### config.mk
export PLATFORM = sky130hd
export DESIGN_NAME = flash_update_ctrl
export DESIGN_NICKNAME = d
export VERILOG_FILES = /design/src/rtl/flu_pkg.sv /design/src/rtl/flu_unpack.sv /design/src/rtl/flu_regs.sv /design/src/rtl/flu_seq.sv /design/src/rtl/flash_update_ctrl.sv
export SDC_FILE = /design/constraint.sdc
export NUM_CORES = 1
export LEC_CHECK = 0
export BUFFER_PORTS_ARGS = -buffer_cell sky130_fd_sc_hd__buf_2
export CAP_MARGIN = 15
export CORE_UTILIZATION = 49
export CTS_BUF_LIST = sky130_fd_sc_hd__clkbuf_2
export DETAILED_ROUTE_END_ITERATION = 10
export PLACE_DENSITY = 0.88
export SLEW_MARGIN = 10
export SYNTH_ARGS = -nofsm -noshare
export SYNTH_HDL_FRONTEND = slang
export SYNTH_HIERARCHICAL = 1
export SYNTH_SLANG_ARGS = --single-unit
### constraint.sdc
create_clock -name clk_i -period 2.7 [get_ports clk_i]
set_input_delay 0.135 -clock clk_i [delete_from_list [all_inputs] [get_ports clk_i]]
set_output_delay 0.135 -clock clk_i [all_outputs]
set_load 0.03 [all_outputs]
### src/rtl/flu_pkg.sv
package flu_pkg;
  localparam logic [7:0] OFS_FMODE = 8'h58;
  localparam logic [7:0] OFS_UPD   = 8'h5C;
  localparam logic [7:0] OFS_BUSY  = 8'h60;
  localparam logic [7:0] OFS_BLK   = 8'h64;
  localparam logic [7:0] OFS_TRIG  = 8'h6C;
  localparam logic [7:0] OFS_ICLR  = 8'h70;
  localparam logic [7:0] OFS_IEN   = 8'h78;

  localparam logic CMD_ERASE = 1'b0;
  localparam logic CMD_PROG  = 1'b1;

  typedef enum logic [2:0] {
    ST_IDLE,
    ST_ERASE,
    ST_FETCH,
    ST_LOAD,
    ST_SEND
  } seq_st_e;
endpackage

### src/rtl/flu_unpack.sv
module flu_unpack (
  input  logic [31:0] word_i,
  input  logic [1:0]  lane_i,
  output logic [7:0]  byte_o
);
  // staged words carry the stream in a swapped lane order
  always_comb begin
    unique case (lane_i)
      2'd0: byte_o = word_i[15:8];
      2'd1: byte_o = word_i[7:0];
      2'd2: byte_o = word_i[31:24];
      default: byte_o = word_i[23:16];
    endcase
  end
endmodule

### src/rtl/flu_regs.sv
module flu_regs
  import flu_pkg::*;
#(
  parameter int BLK_W = 12
) (
  input  logic             clk_i,
  input  logic             rst_ni,
  input  logic             wr_i,
  input  logic [7:0]       addr_i,
  input  logic [31:0]      wdata_i,
  output logic [31:0]      rdata_o,
  input  logic             busy_i,
  input  logic             done_i,
  output logic             start_o,
  output logic             chip_o,
  output logic             op_o,
  output logic [BLK_W-1:0] blk_o,
  output logic             irq_o
);
  logic             upd_q, trig_q, ien_q, iflag_q;
  logic [1:0]       fmode_q;
  logic [BLK_W-1:0] blk_q;
  logic wr_upd, wr_trig, wr_ien, wr_iclr, wr_fmode, wr_blk;
  logic unused_wdata;

  assign unused_wdata = ^wdata_i[31:BLK_W];

  assign wr_upd   = wr_i && (addr_i == OFS_UPD);
  assign wr_trig  = wr_i && (addr_i == OFS_TRIG);
  assign wr_ien   = wr_i && (addr_i == OFS_IEN);
  assign wr_iclr  = wr_i && (addr_i == OFS_ICLR);
  assign wr_fmode = wr_i && (addr_i == OFS_FMODE);
  assign wr_blk   = wr_i && (addr_i == OFS_BLK);

  always_ff @(posedge clk_i or negedge rst_ni) begin
    if (!rst_ni) begin
      upd_q   <= 1'b0;
      trig_q  <= 1'b0;
      ien_q   <= 1'b0;
      iflag_q <= 1'b0;
      fmode_q <= '0;
      blk_q   <= '0;
    end else begin
      if (wr_upd)  upd_q  <= wdata_i[0];
      if (wr_trig) trig_q <= wdata_i[0];
      if (wr_ien)  ien_q  <= wdata_i[0];
      // operation parameters are frozen while busy
      if (wr_fmode && !busy_i) fmode_q <= wdata_i[1:0];
      if (wr_blk && !busy_i)   blk_q   <= wdata_i[BLK_W-1:0];
      // completion has priority over a clear in the same cycle
      if (done_i)       iflag_q <= 1'b1;
      else if (wr_iclr) iflag_q <= 1'b0;
    end
  end

  assign start_o = wr_trig && wdata_i[0] && !trig_q && upd_q && !busy_i;
  assign chip_o  = fmode_q[1];
  assign op_o    = fmode_q[0];
  assign blk_o   = blk_q;
  assign irq_o   = iflag_q & ien_q;

  always_comb begin
    rdata_o = '0;
    unique case (addr_i)
      OFS_UPD:   rdata_o = 32'(upd_q);
      OFS_TRIG:  rdata_o = 32'(trig_q);
      OFS_IEN:   rdata_o = 32'(ien_q);
      OFS_ICLR:  rdata_o = 32'(iflag_q);
      OFS_FMODE: rdata_o = 32'(fmode_q);
      OFS_BLK:   rdata_o = 32'(blk_q);
      OFS_BUSY:  rdata_o = 32'(busy_i);
      default:   rdata_o = '0;
    endcase
  end

  p_hold_blk_r9: assert property (@(posedge clk_i) disable iff (!rst_ni)
    (busy_i && wr_blk) |=> $stable(blk_o));
  p_hold_fmode_r9: assert property (@(posedge clk_i) disable iff (!rst_ni)
    (busy_i && wr_fmode) |=> $stable({chip_o, op_o}));
  p_done_wins_r8: assert property (@(posedge clk_i) disable iff (!rst_ni)
    done_i |=> iflag_q);
  p_start_busy_r6: assert property (@(posedge clk_i) disable iff (!rst_ni)
    start_o |=> busy_i);
endmodule

### src/rtl/flu_seq.sv
module flu_seq
  import flu_pkg::*;
#(
  parameter int BLK_W  = 12,
  parameter int ADDR_W = 24,
  parameter int BLK_B0 = 4224,
  parameter int BLK_B1 = 4096,
  parameter int CNT_W  = 13,
  localparam int STG_AW = CNT_W - 2
) (
  input  logic              clk_i,
  input  logic              rst_ni,
  input  logic              start_i,
  input  logic              chip_i,
  input  logic              op_i,
  input  logic [BLK_W-1:0]  blk_i,
  output logic              busy_o,
  output logic              done_o,
  output logic              stg_rd_o,
  output logic [STG_AW-1:0] stg_addr_o,
  input  logic [31:0]       stg_rdata_i,
  output logic              fl_req_o,
  output logic              fl_cmd_o,
  output logic              fl_chip_o,
  output logic [ADDR_W-1:0] fl_addr_o,
  output logic [7:0]        fl_data_o,
  input  logic              fl_ack_i
);
  seq_st_e           state_q;
  logic              chip_q;
  logic [ADDR_W-1:0] base_q;
  logic [CNT_W-1:0]  cnt_q;
  logic [31:0]       word_q;
  logic [CNT_W-1:0]  last_idx;
  logic              last_byte;

  assign last_idx  = chip_q ? CNT_W'(BLK_B1 - 1) : CNT_W'(BLK_B0 - 1);
  assign last_byte = (cnt_q == last_idx);

  always_ff @(posedge clk_i or negedge rst_ni) begin
    if (!rst_ni) begin
      state_q <= ST_IDLE;
      chip_q  <= 1'b0;
      base_q  <= '0;
      cnt_q   <= '0;
      word_q  <= '0;
    end else begin
      unique case (state_q)
        ST_IDLE: if (start_i) begin
          chip_q  <= chip_i;
          base_q  <= ADDR_W'(blk_i) * ADDR_W'(chip_i ? BLK_B1 : BLK_B0);
          cnt_q   <= '0;
          state_q <= op_i ? ST_FETCH : ST_ERASE;
        end
        ST_ERASE: if (fl_ack_i) state_q <= ST_IDLE;
        ST_FETCH: state_q <= ST_LOAD;
        ST_LOAD: begin
          word_q  <= stg_rdata_i;
          state_q <= ST_SEND;
        end
        ST_SEND: if (fl_ack_i) begin
          cnt_q <= cnt_q + CNT_W'(1);
          if (last_byte)              state_q <= ST_IDLE;
          else if (cnt_q[1:0] == 2'd3) state_q <= ST_FETCH;
        end
        default: state_q <= ST_IDLE;
      endcase
    end
  end

  flu_unpack u_unpack (
    .word_i (word_q),
    .lane_i (cnt_q[1:0]),
    .byte_o (fl_data_o)
  );

  assign busy_o     = (state_q != ST_IDLE);
  assign stg_rd_o   = (state_q == ST_FETCH);
  assign stg_addr_o = cnt_q[CNT_W-1:2];
  assign fl_req_o   = (state_q == ST_ERASE) || (state_q == ST_SEND);
  assign fl_cmd_o   = (state_q == ST_SEND) ? CMD_PROG : CMD_ERASE;
  assign fl_chip_o  = chip_q;
  assign fl_addr_o  = base_q + ADDR_W'(cnt_q);
  assign done_o     = fl_ack_i && ((state_q == ST_ERASE) ||
                                   ((state_q == ST_SEND) && last_byte));

  p_req_hold_r10: assert property (@(posedge clk_i) disable iff (!rst_ni)
    (fl_req_o && !fl_ack_i) |=> (fl_req_o && $stable(fl_addr_o) &&
                                 $stable(fl_data_o) && $stable(fl_cmd_o)));
  p_busy_drop_r6: assert property (@(posedge clk_i) disable iff (!rst_ni)
    done_o |=> !busy_o);
  p_fetch_gap_r5: assert property (@(posedge clk_i) disable iff (!rst_ni)
    stg_rd_o |=> !fl_req_o);
  p_addr_step_r4: assert property (@(posedge clk_i) disable iff (!rst_ni)
    (fl_req_o && fl_ack_i && (fl_cmd_o == CMD_PROG) && !done_o)
      |=> (fl_addr_o == $past(fl_addr_o) + ADDR_W'(1)));
endmodule

### src/rtl/flash_update_ctrl.sv
module flash_update_ctrl
  import flu_pkg::*;
#(
  parameter int PAGE_B0       = 528,
  parameter int PAGE_B1       = 512,
  parameter int PAGES_PER_BLK = 8,
  parameter int BLK_W         = 12,
  parameter int ADDR_W        = 24,
  localparam int BLK_B0  = PAGE_B0 * PAGES_PER_BLK,
  localparam int BLK_B1  = PAGE_B1 * PAGES_PER_BLK,
  localparam int BLK_MAX = (BLK_B0 > BLK_B1) ? BLK_B0 : BLK_B1,
  localparam int CNT_W   = $clog2(BLK_MAX),
  localparam int STG_AW  = CNT_W - 2
) (
  input  logic              clk_i,
  input  logic              rst_ni,
  input  logic              reg_wr_i,
  input  logic [7:0]        reg_addr_i,
  input  logic [31:0]       reg_wdata_i,
  output logic [31:0]       reg_rdata_o,
  output logic              busy_o,
  output logic              irq_o,
  output logic              stg_rd_o,
  output logic [STG_AW-1:0] stg_addr_o,
  input  logic [31:0]       stg_rdata_i,
  output logic              fl_req_o,
  output logic              fl_cmd_o,
  output logic              fl_chip_o,
  output logic [ADDR_W-1:0] fl_addr_o,
  output logic [7:0]        fl_data_o,
  input  logic              fl_ack_i
);
  logic             start, chip, op, done, busy;
  logic [BLK_W-1:0] blk;

  flu_regs #(.BLK_W(BLK_W)) u_regs (
    .clk_i   (clk_i),
    .rst_ni  (rst_ni),
    .wr_i    (reg_wr_i),
    .addr_i  (reg_addr_i),
    .wdata_i (reg_wdata_i),
    .rdata_o (reg_rdata_o),
    .busy_i  (busy),
    .done_i  (done),
    .start_o (start),
    .chip_o  (chip),
    .op_o    (op),
    .blk_o   (blk),
    .irq_o   (irq_o)
  );

  flu_seq #(
    .BLK_W  (BLK_W),
    .ADDR_W (ADDR_W),
    .BLK_B0 (BLK_B0),
    .BLK_B1 (BLK_B1),
    .CNT_W  (CNT_W)
  ) u_seq (
    .clk_i       (clk_i),
    .rst_ni      (rst_ni),
    .start_i     (start),
    .chip_i      (chip),
    .op_i        (op),
    .blk_i       (blk),
    .busy_o      (busy),
    .done_o      (done),
    .stg_rd_o    (stg_rd_o),
    .stg_addr_o  (stg_addr_o),
    .stg_rdata_i (stg_rdata_i),
    .fl_req_o    (fl_req_o),
    .fl_cmd_o    (fl_cmd_o),
    .fl_chip_o   (fl_chip_o),
    .fl_addr_o   (fl_addr_o),
    .fl_data_o   (fl_data_o),
    .fl_ack_i    (fl_ack_i)
  );

  assign busy_o = busy;
endmodule

# Word-level counts from Yosys, hierarchy flattened
# Index checks and enable logic that the tools add are counted.
# totals
elab_cells,77
regBits,91
output_inout_bits,81
latch_bits,0
memories,0
ramBits,0
mem_bits_ro,0
in_bits,76
# op_classes
n_shift,0
div_mod_pow,0
multipliers,1
addsub,2
n_eq_ne,19
magnitude_cmp,0
mux,17
n_reduce_logical,26
bitwise_logic,1
# ops
op,n
$pmux 12 s7,1
$eq 8x7->1 const B,7
$mux 13,3
$pmux 13 s2,1
$add 24x13->24,1
$mul 12x24->24,1
$pmux 8 s3,1
$mux 3,5
$pmux 3 s5,1
$logic_and 1x1->1,14
$add 13x1->13 const B,1
$eq 13x13->1,1
$mux 8,1
$eq 3x2->1 const B,2
$ne 2x2->1 const B,3
$eq 2x2->1 const B,2
$reduce_and 4->1,1
$reduce_bool 2->1,2
$eq 3x1->1 const B,1
$eq 3x3->1 const B,1
$logic_not 3->1,1
$mux 1,3
$ne 3x1->1 const B,1
$reduce_and 3->1,1
8 further kinds,10

# Longest topological paths before layout
# Gate-level depths: netlist (run 1).
# depth
ltp_word,8
ltp_mapped,12
depth_no_buf,11

# By module
# Netlist (run 1), hierarchy kept.
# modules_own_cells
module,seq_area_each_um2,cells_per_inst,area_each_um2,instances
flu_seq,1651.6,369,3902.5,1
flu_regs,450.4,103,1166.1,1
flu_unpack,0.0,10,196.4,1

# Worst setup path before layout (run 1)
# OpenSTA, ideal clock, no wires.
# synth_path
path_type,register to register
startpoint,register u_seq.state_q[0]
endpoint,register u_seq.cnt_q[9]
path_stages_with_launch,12
setup_ns,0.130
n_path_buf,1
t_arrival_ns,2.790
required_ns,2.570
synth_period_minus_slack_ns,2.920
path_slack_ns,-0.220
cell_sequence,dfrtp_1 buf_2 nor2_1 nand2_1 and2b_1 nand3_1 nor3_1 or4b_4 a2111oi_4 and3_1 xnor2_1 nor2_2
# synth_via
elab_chain_cells,5
word_cells_on_any_way,10
classes_between,eq/ne: 3; mux: 1; reduce/logical: 6
# synth_lines
item,line,text
"start, declared",flu_seq.sv:29,seq_st_e state_q;
"start signal, assigned",flu_seq.sv:53,state_q <= op_i ? ST_FETCH : ST_ERASE;
$reduce_bool 3->1,flu_seq.sv:77,assign busy_o = (state_q != ST_IDLE);
net busy_o,flash_update_ctrl.sv:21,"output logic busy_o,"
$logic_not 1->1,flu_regs.sv:56,assign start_o = wr_trig && wdata_i[0] && !trig_q && upd_q && !busy_i;
$logic_and 1x1->1,flu_regs.sv:56,
net start,flash_update_ctrl.sv:33,"logic start, chip, op, done, busy;"
$ne 2x2->1 (no source line),n/a,
$reduce_and 3->1 (no source line),n/a,
"end signal, assigned",flu_seq.sv:62,cnt_q <= cnt_q + CNT_W'(1);
"end, declared",flu_seq.sv:32,logic [CNT_W-1:0] cnt_q;
# The timed path passes the listed nets, and every way through them passes these cells.
# A chain may end at the register's enable or synchronous reset.

# Worst setup path after layout (run 1)
# layout_path
startpoint,register u_seq.base_q[7]
endpoint,output fl_addr_o[23]
# layout_via
elab_chain_cells,1
# layout_lines
item,line,text
"start, declared",flu_seq.sv:31,logic [ADDR_W-1:0] base_q;
"start signal, assigned",flu_seq.sv:51,base_q <= ADDR_W'(blk_i) * ADDR_W'(chip_i ? BLK_B1 : BLK_B0);
$add 24x13->24,flu_seq.sv:83,assign fl_addr_o = base_q + ADDR_W'(cnt_q);
"end, declared",flash_update_ctrl.sv:29,"output logic [ADDR_W-1:0] fl_addr_o,"
# No other way between the ends.

==> impl_metrics.prom, run 1 <==
# TYPE chip_impl_metric gauge
chip_impl_metric{name="async_reset_ff_share",unit="%"} 100
chip_impl_metric{name="tmin_final",unit="ns"} 2.76
chip_impl_metric{name="seqPwrFrac",unit="%"} 52.1
chip_impl_metric{name="worst_ep_arrival_time",unit="ns"} 2.62
chip_impl_metric{name="p_comb_share",unit="%"} 13.3
chip_impl_metric{name="relSlewSlack",unit="%"} 59.9
chip_impl_metric{name="net_switching_fraction_of_the_power",unit="%"} 26.5
chip_impl_metric{name="power.density",unit="nW/um^2"} 360
chip_impl_metric{name="cts.path.max_buffers",unit=""} 2
chip_impl_metric{name="yosys_warnings",unit=""} 6
chip_impl_metric{name="timing.critical_path.fanout_max",unit=""} 4
chip_impl_metric{name="critical_path.max_stage_delay",unit="ns"} 0.49
chip_impl_info{name="hold_path_class",value="in2reg"} 1
chip_impl_metric{name="first_pass_drt_iterations",unit=""} 4
chip_impl_metric{name="layout_worst_path_cycle_share",unit="%"} 102
chip_impl_info{name="violated_checks",value="setup timing"} 1
chip_impl_metric{name="num-fill-cells",unit=""} 720
chip_impl_metric{name="synth_area_per_cell",unit="um^2"} 10.9
chip_impl_metric{name="met3_length",unit="um"} 724
chip_impl_metric{name="netlist_instances",unit=""} 482
chip_impl_info{name="critPathSlowestCell",value="sky130_fd_sc_hd__dfrtp_1"} 1
chip_impl_metric{name="fmax",unit="MHz"} 363
chip_impl_metric{name="fin_util",unit="%"} 68.1
chip_impl_info{name="crit_chain",value="ha_4 -> fa_2 -> a211oi_4 -> o21bai_2 -> and2_1 -> nand4_1 -> xnor2_1 -> buf_4"} 1
chip_impl_metric{name="overflow",unit=""} 0
chip_impl_metric{name="port_buffers",unit=""} 116
chip_impl_metric{name="register_clock_pin_slew_on_the_reported_worst_setup_and_hold_paths",unit="ns"} 0.25
chip_impl_info{name="cts-root-buf",value="sky130_fd_sc_hd__clkbuf_2"} 1
chip_impl_metric{name="mappedNetlistArea",unit="um^2"} 5270
chip_impl_metric{name="ir_drop",unit="uV"} 446
chip_impl_metric{name="total_power",unit="mW"} 2.55
chip_impl_metric{name="clock_skew",unit="ns"} 0.0330
chip_impl_metric{name="detail_route.vias_per_cell",unit=""} 5.45
chip_impl_metric{name="ant_diodes",unit=""} 0
chip_impl_metric{name="antenna_found_initial",unit=""} 0
chip_impl_metric{name="antenna_violating_nets_post_route",unit=""} 0
chip_impl_info{name="crit_type",value="reg2out"} 1
chip_impl_metric{name="grt_max_degree",unit=""} 85
chip_impl_metric{name="critical_path_required",unit="ns"} 2.57
chip_impl_metric{name="layout.cell_area.non_filler",unit="um^2"} 7070
chip_impl_metric{name="report.final.slew_viol_count",unit=""} 0
chip_impl_info{name="rsz0062_at_grt",value="true"} 1
chip_impl_metric{name="final.setup.tns",unit="ns"} -0.126
chip_impl_metric{name="power.clock.fraction",unit="%"} 34.7
chip_impl_metric{name="p_int",unit="mW"} 1.87
chip_impl_info{name="synthFlopType",value="sky130_fd_sc_hd__dfrtp_1"} 1
chip_impl_metric{name="place_congestion",unit=""} 0.860
chip_impl_metric{name="design.final.nets",unit=""} 787
chip_impl_metric{name="totalWireLength",unit="mm"} 13.8
chip_impl_metric{name="m1WireLength",unit="mm"} 5.54
chip_impl_metric{name="grt_use_total",unit="%"} 24.4
chip_impl_metric{name="sum_of_met2_wire_segment_lengths_after_detailed_routing",unit="mm"} 7.03
chip_impl_metric{name="die_x",unit="um"} 106
chip_impl_metric{name="detail_route.drc_violations",unit=""} 0
chip_impl_info{name="netlist.top_cell.by_area",value="sky130_fd_sc_hd__dfrtp_1"} 1
chip_impl_metric{name="grt_pass1_vias",unit=""} 4412
chip_impl_metric{name="synth-seq-cells",unit=""} 84
chip_impl_metric{name="fp.coreArea",unit="um^2"} 10400
chip_impl_metric{name="route.detailed.wl_per_inst",unit="um"} 16.8
chip_impl_metric{name="number_of_buffers_created_by_cts",unit=""} 9
chip_impl_metric{name="detailroute.via_count",unit=""} 4458
chip_impl_metric{name="fin_hold_ws",unit="ns"} 0.144
chip_impl_info{name="highest_layer",value="met4"} 1
chip_impl_info{name="synthTopCellsByArea",value="sky130_fd_sc_hd__dfrtp_1 40%, sky130_fd_sc_hd__mux2_2 8.1%, sky130_fd_sc_hd__ha_1 7.6%, sky130_fd_sc_hd__buf_4 3.7%, sky130_fd_sc_hd__xnor2_1 3.7%"} 1
chip_impl_metric{name="io_pins",unit=""} 157
chip_impl_info{name="cts_tree",value="yes"} 1
chip_impl_metric{name="net-switching-power",unit="uW"} 675
chip_impl_metric{name="finalSetupViolCount",unit=""} 5
chip_impl_metric{name="drt-initial-drc-count",unit=""} 252
chip_impl_metric{name="netlist-cell-type-count",unit=""} 68
chip_impl_metric{name="area_after_detailed_placement",unit="um^2"} 5960
chip_impl_metric{name="postLayoutSetupSlackWorst",unit="ns"} -0.0563
chip_impl_metric{name="cts.htree.levels",unit=""} 3
chip_impl_metric{name="synth_top_area_share",unit="%"} 39.9
chip_impl_metric{name="post_route_cells_drive_above_1_share",unit="%"} 41.5
chip_impl_metric{name="clk_latency",unit="ns"} 0.58
chip_impl_metric{name="hold_violations",unit=""} 0
chip_impl_metric{name="flow.area_growth_from_synthesis",unit="%"} 34.2
chip_impl_metric{name="global_route_wire_length_before_repair",unit="mm"} 21.4
chip_impl_metric{name="timing.max_cap.violations",unit=""} 0
chip_impl_metric{name="core.rowCount",unit=""} 37
chip_impl_info{name="startpoint_type",value="register"} 1
chip_impl_metric{name="synth.yosys.seq_area_share",unit="%"} 39.9
chip_impl_info{name="status",value="complete, but fails checks"} 1
chip_impl_metric{name="dieArea",unit="um^2"} 11200
chip_impl_info{name="worst_setup_path_end_kind",value="output pin"} 1
chip_impl_metric{name="die_height",unit="um"} 106
chip_impl_metric{name="worstMarginPinSlew",unit="ns"} 0.602
chip_impl_metric{name="synth-edff-count",unit=""} 0
chip_impl_metric{name="post-dp-hpwl",unit="mm"} 8.44
chip_impl_metric{name="clock-sinks",unit=""} 84
chip_impl_metric{name="leakage",unit="nW"} 3.53
chip_impl_metric{name="initial_utilization",unit="%"} 50.8
[cells by family (layout without fill, tap and decap cells)]
group / after synthesis / count (layout) / share of synthesized area [%]
adder cells (fa/ha/maj): 34 / 34 / 8.36
multiplexers: 60 / 60 / 15.4
flip-flops: 84 / 84 / 39.9
XOR/XNOR: 30 / 30 / 4.99
AO/OA/AOI/OAI: 59 / 59 / 7.72
AND/OR/NAND/NOR: 162 / 162 / 17.4
buffers and inverters: 52 / 233 / 6.20
other: 1 / 20 / 0.0712
[power by group through the flow]
stage	clock network [mW]	logic (mW)	registers, mW
2_1_floorplan	0	0.169	1.33
3_3_place_gp	0	0.241	1.34
3_5_place_dp	0	0.250	1.34
4_1_cts	0.883	0.314	1.32
5_1_grt	0.947	0.365	1.33
6_report	0.883	0.338	1.33
[layout make-up]
| cell class | instances | area (um^2) | area share, % |
|---|---|---|---|
| Tap cell | 136 | 170 | 2.41 |
| Inverter | 10 | 37.5 | 0.531 |
| Multi-Input combinational cell | 365 | 3130 | 44.3 |
| Clock buffer | 9 | 45.0 | 0.637 |
| Sequential cell | 84 | 2110 | 29.8 |
| Timing Repair Buffer | 207 | 1460 | 20.6 |
| Clock inverter | 7 | 121 | 1.72 |
[critical path, delay by kind of cell (launching register included)]
| kind | cells | cell delay [ns] |
|---|---|---|
| xor+xnor | 1 | 0.12 |
| compound gates | 2 | 0.43 |
| simple gates | 2 | 0.26 |
| flops | 1 | 0.49 |
| buf+inv | 1 | 0.17 |
| fa+ha+maj | 2 | 0.57 |
[routing by layer]
metal  GRT usage (%)  vias to the layer above
met4            10.8                        0
met1            28.9                     2158
met2            42.6                      187
met5               0                        -
li1                -                     2072
met3            5.26                       41
[synth_stat cells, types with 7 or more instances]
cell type	instances
sky130_fd_sc_hd__buf_4	26
sky130_fd_sc_hd__inv_1	10
sky130_fd_sc_hd__ha_1	32
sky130_fd_sc_hd__xor2_1	8
sky130_fd_sc_hd__mux2_4	12
sky130_fd_sc_hd__and2_1	13
sky130_fd_sc_hd__o21ai_0	18
sky130_fd_sc_hd__dfrtp_1	84
sky130_fd_sc_hd__nor2_1	27
sky130_fd_sc_hd__mux2_2	38
sky130_fd_sc_hd__nand2_1	46
sky130_fd_sc_hd__nand3_1	14
sky130_fd_sc_hd__nand3b_1	8
sky130_fd_sc_hd__nor2b_1	7
sky130_fd_sc_hd__a21oi_1	13
sky130_fd_sc_hd__mux4_2	8
sky130_fd_sc_hd__clkbuf_1	9
sky130_fd_sc_hd__xnor2_1	22
[timing repair]
action	CTS	global route
pin swaps	12	10
hold endpoints to repair	138	15
hold buffers	51	2
setup endpoints to repair	12	21
buffers inserted	7	12
resized for setup	25	42
[final timing paths]
check / start / to / slack [ns] / cells after the start
max in group asynchronous: rst_ni / u_seq/cnt_q[12] / 1.60 / 4
max: u_seq/base_q[7] / fl_addr_o[23] / -0.06 / 8
min in group asynchronous: rst_ni / u_regs/blk_o[1] / 0.47 / 3
max reg2reg: u_regs/fmode_q[1] / u_seq/base_q[22] / -0.01 / 12
min reg2reg: u_seq/base_q[11] / u_seq/base_q[11] / 0.54 / 2
min: reg_addr_i[6] / u_regs/upd_q / 0.14 / 5
[registers in the layout, summed over array words and instances (netlist names)]
signal and cells:
u_regs/iflag_q 1, u_regs/fmode_q 2, u_seq/fl_chip_o 1, u_seq/word_q 32, u_regs/upd_q 1, u_regs/trig_q 1, u_seq/cnt_q 13, u_regs/blk_o 12
u_regs/ien_q 1, u_seq/base_q 17, u_seq/state_q 3
[placed cells by master, fill, tap and decap left out, types with 9 or more instances in the layout]
| cell type | instances |
|---|---|
| sky130_fd_sc_hd__a21oi_1 | 10 |
| sky130_fd_sc_hd__and2_1 | 13 |
| sky130_fd_sc_hd__buf_2 | 103 |
| sky130_fd_sc_hd__buf_4 | 48 |
| sky130_fd_sc_hd__clkbuf_2 | 9 |
| sky130_fd_sc_hd__conb_1 | 20 |
| sky130_fd_sc_hd__dfrtp_1 | 79 |
| sky130_fd_sc_hd__dlygate4sd3_1 | 53 |
| sky130_fd_sc_hd__ha_1 | 25 |
| sky130_fd_sc_hd__mux2_2 | 38 |
| sky130_fd_sc_hd__mux2_4 | 12 |
| sky130_fd_sc_hd__nand2_1 | 44 |
| sky130_fd_sc_hd__nand3_1 | 12 |
| sky130_fd_sc_hd__nor2_1 | 26 |
| sky130_fd_sc_hd__o21ai_0 | 15 |
| sky130_fd_sc_hd__xnor2_1 | 21 |
[stage by stage]
stage	cells	setup slack, ns
5_1_grt	818	-0.201
3_5_place_dp	729	0.0230
6_report	818	-0.0563
2_1_floorplan	501	-0.00697
3_3_place_gp	729	0.0645
4_1_cts	803	-0.0793
Note: power is estimated with default switching activity, not from simulation.
==> inputs of run 2 (changes only) <==
--- a/config.mk
+++ b/config.mk
@@ -9,10 +9,10 @@
 export CAP_MARGIN = 15
 export CORE_UTILIZATION = 49
 export CTS_BUF_LIST = sky130_fd_sc_hd__clkbuf_2
+export CTS_CLUSTER_SIZE = 24
 export DETAILED_ROUTE_END_ITERATION = 10
-export PLACE_DENSITY = 0.88
+export PLACE_DENSITY = 0.89
 export SLEW_MARGIN = 10
 export SYNTH_ARGS = -nofsm -noshare
 export SYNTH_HDL_FRONTEND = slang
-export SYNTH_HIERARCHICAL = 1
 export SYNTH_SLANG_ARGS = --single-unit
==> run 2 against run 1 <==
Compared with the run above: the flow now finishes without violations; worst setup slack better by 0.057 ns; sequential power up 18%; via count is 4.7% higher.
==> impl_metrics.prom, run 2 <==
# TYPE chip_impl_metric gauge
chip_impl_info{name="status",value="finished, final reports clean"} 1
chip_impl_metric{name="hold_path_depth",unit=""} 4
chip_impl_metric{name="r2r_setup_slack",unit="ns"} 0.001
chip_impl_info{name="synthTopCellsByArea",value="sky130_fd_sc_hd__dfrtp_1 40%, sky130_fd_sc_hd__mux2_2 11%, sky130_fd_sc_hd__ha_1 8.9%, sky130_fd_sc_hd__nand2_1 4.0%, sky130_fd_sc_hd__buf_4 3.7%"} 1
chip_impl_metric{name="cts.path.max_buffers",unit=""} 2
chip_impl_metric{name="synth.yosys.seq_area_share",unit="%"} 40.3
chip_impl_metric{name="power.density",unit="nW/um^2"} 565
chip_impl_metric{name="dieArea",unit="um^2"} 11100
chip_impl_info{name="hold_path_class",value="in2reg"} 1
chip_impl_info{name="layout.cells.most_common_list",value="107 x sky130_fd_sc_hd__buf_2, 77 x sky130_fd_sc_hd__dfrtp_1, 54 x sky130_fd_sc_hd__nand2_1"} 1
chip_impl_info{name="synthFlopType",value="sky130_fd_sc_hd__dfrtp_1"} 1
chip_impl_metric{name="globalRouteMet3Util",unit="%"} 4.51
chip_impl_metric{name="fin_hold_ws",unit="ns"} 0.0286
chip_impl_metric{name="grt_max_degree",unit=""} 85
chip_impl_info{name="final_common_cell",value="sky130_fd_sc_hd__buf_2"} 1
chip_impl_metric{name="gr-usage-met1",unit="%"} 31.4
chip_impl_metric{name="leakage",unit="nW"} 3.29
chip_impl_metric{name="fp.coreArea",unit="um^2"} 10300
chip_impl_metric{name="clock-sinks",unit=""} 84
chip_impl_info{name="holdPathEnd",value="u_regs.iflag_q"} 1
chip_impl_metric{name="worst_ep_arrival_time",unit="ns"} 3.17
chip_impl_metric{name="synth_area_per_cell",unit="um^2"} 10.2
chip_impl_metric{name="antenna_violating_nets_post_route",unit=""} 0
chip_impl_metric{name="port_buffers",unit=""} 116
chip_impl_metric{name="initial_utilization",unit="%"} 50.6
chip_impl_metric{name="layout_worst_path_cycle_share",unit="%"} 100
chip_impl_info{name="hold_path_startpoint",value="reg_addr_i[4]"} 1
chip_impl_metric{name="die_height",unit="um"} 105
chip_impl_metric{name="detail_route.vias_per_cell",unit=""} 5.69
chip_impl_metric{name="post_route_cells_drive_above_1_share",unit="%"} 34.9
chip_impl_info{name="crit_top_cell",value="sky130_fd_sc_hd__ha_1"} 1
chip_impl_metric{name="critical_path.max_stage_delay",unit="ns"} 0.45
chip_impl_metric{name="synth-seq-cells",unit=""} 84
chip_impl_metric{name="reg2regPathDepth",unit=""} 10
chip_impl_info{name="cts_tree",value="yes"} 1
chip_impl_metric{name="detail_route.drc_violations",unit=""} 0
chip_impl_metric{name="layout.cell_area.non_filler",unit="um^2"} 6690
chip_impl_metric{name="tmin_final",unit="ns"} 2.70
chip_impl_metric{name="post-place-cells",unit=""} 742
chip_impl_metric{name="design.final.nets",unit=""} 795
chip_impl_info{name="rsz0062_at_grt",value="true"} 1
chip_impl_metric{name="largest_register_ff_count",unit=""} 32
chip_impl_metric{name="register_clock_pin_slew_on_the_reported_worst_setup_and_hold_paths",unit="ns"} 0.25
chip_impl_metric{name="synth-edff-count",unit=""} 0
chip_impl_metric{name="cts.htree.levels",unit=""} 3
chip_impl_metric{name="totalWireLength",unit="mm"} 14.6
chip_impl_metric{name="timing.critical_path.fanout_max",unit=""} 3
chip_impl_info{name="crit_chain",value="nor2b_2 -> ha_1 -> ha_1 -> ha_2 -> ha_4 -> nand2_1 -> a211o_1 -> a21oi_2 -> nor3_1 -> o31ai_2"} 1
chip_impl_metric{name="mappedNetlistArea",unit="um^2"} 5220
chip_impl_info{name="startpoint_type",value="register"} 1
chip_impl_info{name="reg2reg_from",value="u_regs.blk_o[10]"} 1
chip_impl_metric{name="layoutNonFillerInstCount",unit=""} 821
chip_impl_metric{name="global_route_wire_length_before_repair",unit="mm"} 22.3
chip_impl_metric{name="area_after_detailed_placement",unit="um^2"} 5800
chip_impl_info{name="critPathSlowestCell",value="sky130_fd_sc_hd__dfrtp_1"} 1
chip_impl_metric{name="critical_path_required",unit="ns"} 3.18
chip_impl_info{name="gr-max-usage-layer",value="met2"} 1
chip_impl_metric{name="grt_use_total",unit="%"} 25.6
chip_impl_metric{name="first_pass_drt_iterations",unit=""} 5
chip_impl_metric{name="number_of_buffers_created_by_cts",unit=""} 9
chip_impl_metric{name="io_pins",unit=""} 157
chip_impl_metric{name="detailroute.via_count",unit=""} 4668
chip_impl_metric{name="drt-initial-drc-count",unit=""} 351
chip_impl_metric{name="grt_pass1_vias",unit=""} 4558
chip_impl_metric{name="overflow",unit=""} 0
chip_impl_metric{name="netlist-cell-type-count",unit=""} 59
chip_impl_info{name="yosysMostFrequentCell",value="sky130_fd_sc_hd__dfrtp_1"} 1
chip_impl_metric{name="flow.area_growth_from_synthesis",unit="%"} 28.1
chip_impl_info{name="netlist.top_cell.by_area",value="sky130_fd_sc_hd__dfrtp_1"} 1
chip_impl_metric{name="route.detailed.wl_per_inst",unit="um"} 17.8
chip_impl_metric{name="relSlewSlack",unit="%"} 30.6
chip_impl_metric{name="place_congestion",unit=""} 0.851
chip_impl_metric{name="synth_top_area_share",unit="%"} 40.3
chip_impl_info{name="synth_top_cells_by_count",value="84 x sky130_fd_sc_hd__dfrtp_1, 55 x sky130_fd_sc_hd__nand2_1, 50 x sky130_fd_sc_hd__mux2_2"} 1
chip_impl_metric{name="die_x",unit="um"} 105
chip_impl_metric{name="grt.met2_usage",unit="%"} 43.8
chip_impl_metric{name="ir_drop",unit="uV"} 498
chip_impl_metric{name="yosys_warnings",unit=""} 0
chip_impl_metric{name="finalSetupViolCount",unit=""} 0
chip_impl_info{name="worst_setup_path_end_kind",value="register"} 1
chip_impl_info{name="cts-root-buf",value="sky130_fd_sc_hd__clkbuf_2"} 1
chip_impl_info{name="regMostFlops",value="u_seq.word_q"} 1
chip_impl_info{name="end_of_the_worst_register_to_register_path",value="u_seq.base_q[23]"} 1
chip_impl_metric{name="clock_skew",unit="ns"} 0.0478
chip_impl_metric{name="netlist_instances",unit=""} 510
chip_impl_metric{name="worstMarginPinSlew",unit="ns"} 1.04
chip_impl_metric{name="async_reset_ff_share",unit="%"} 100
chip_impl_metric{name="post-dp-hpwl",unit="mm"} 8.97
chip_impl_metric{name="hold_violations",unit=""} 0
chip_impl_metric{name="report.final.slew_viol_count",unit=""} 0
chip_impl_metric{name="fmax",unit="MHz"} 371
chip_impl_metric{name="core.rowCount",unit=""} 37
chip_impl_metric{name="timing.max_cap.violations",unit=""} 0
chip_impl_metric{name="clk_latency",unit="ns"} 0.59
chip_impl_metric{name="antenna_found_initial",unit=""} 1
chip_impl_info{name="crit_type",value="reg2reg"} 1
chip_impl_info{name="reg_top3",value="u_seq.word_q: 32 flops, u_seq.base_q: 17 flops, u_seq.cnt_q: 13 flops"} 1
[run 2: changes by cell type in the layout (fill, tap and decap cells not counted), moves of 7 or more]
cell | before | now
sky130_fd_sc_hd__buf_4 | 48 | 29
sky130_fd_sc_hd__mux2_2 | 38 | 50
sky130_fd_sc_hd__mux2_4 | 12 | 0
sky130_fd_sc_hd__mux2i_1 | 2 | 14
sky130_fd_sc_hd__inv_1 | 8 | 19
sky130_fd_sc_hd__nand2_1 | 44 | 54
sky130_fd_sc_hd__a222oi_1 | 0 | 8
sky130_fd_sc_hd__mux4_2 | 8 | 0
sky130_fd_sc_hd__nor3_1 | 4 | 11
sky130_fd_sc_hd__o2bb2ai_1 | 0 | 7
sky130_fd_sc_hd__xnor2_1 | 21 | 14
[run 2: final cells by class]
class                   count  area (um^2)
repair buffers            185         1240
fillers                   748         3630
clock inverters             4         51.3
flip-flops and latches     84         2110
well taps                 136          170
inverters                  20         75.1
clock buffers              11         55.1
diodes                      1         2.50
multi-input cells         380         2980
[run 2: power breakdown]
group          leakage [nW]  internal [mW]  switching [mW]  total [mW]
Sequential             1.07           1.38           0.190        1.57
Combinational          2.16          0.549            1.01        1.56
Clock                0.0680          0.216           0.439       0.655
Total                  3.29           2.14            1.64        3.78
[run 2: worst max-delay path, delay by kind of cell, from the launching register on]
family                   cells  cell delay (ns)
AO/OA/AOI/OAI                3             0.74
adder cells (fa/ha/maj)      4             1.11
flip-flops                   1             0.45
AND/OR/NAND/NOR              3             0.32
[run 2: cell families after synthesis]
logic type | after synthesis | synth area share (%)
simple gates | 160 | 15.7
flops | 84 | 40.3
compound gates | 75 | 10.1
buf+inv | 65 | 7.02
mux | 64 | 13.5
fa+ha+maj | 39 | 9.64
xor+xnor | 22 | 3.69
other cells | 1 | 0.0718
[run 2: per-stage QoR]
| stage | util (%) | power, mW | setup TNS (ns) | worst slack [ns] |
|---|---|---|---|---|
| global route | 64.8 | 3.95 | -0.128 | -0.0803 |
| CTS | 62.7 | 3.69 | 0 | 0.0103 |
| detailed placement | 56.2 | 2.99 | -0.00618 | -0.00618 |
| global placement | 56.2 | 2.94 | 0 | 0.123 |
| floorplan | - | 2.60 | 0 | 0.0243 |
| finish | 64.8 | 3.78 | 0 | 0.00111 |
[run 2: how the worst max path moves through the flow]
stage,from,end,slack (ns)
after global routing,u_regs.blk_o[10],u_seq.base_q[23],-0.08
after detailed placement,u_regs.fmode_q[1],u_seq.base_q[23],-0.006
after floorplan,u_regs.fmode_q[1],u_seq.base_q[23],0.02
final,u_regs.blk_o[10],u_seq.base_q[23],0.001
after global placement,u_regs.fmode_q[1],u_seq.base_q[23],0.12
after CTS,u_regs.blk_o[11],u_seq.base_q[23],0.01
[run 2: metal layers]
layer / wire length [um] / vias to the layer above
met3: 799 / 59
met5: 0 / -
li1: - / 2116
met4: 622 / 0
met1: 5750 / 2256
met2: 7420 / 237
[run 2: what timing repair did]
action                                  4_1_cts  5_1_grt
endpoints found under the setup margin       12       14
endpoints found under the hold margin       138        0
setup buffers                                 3       12
resized for setup                            16       29
hold buffers                                 48        0
pin swaps                                     1       12
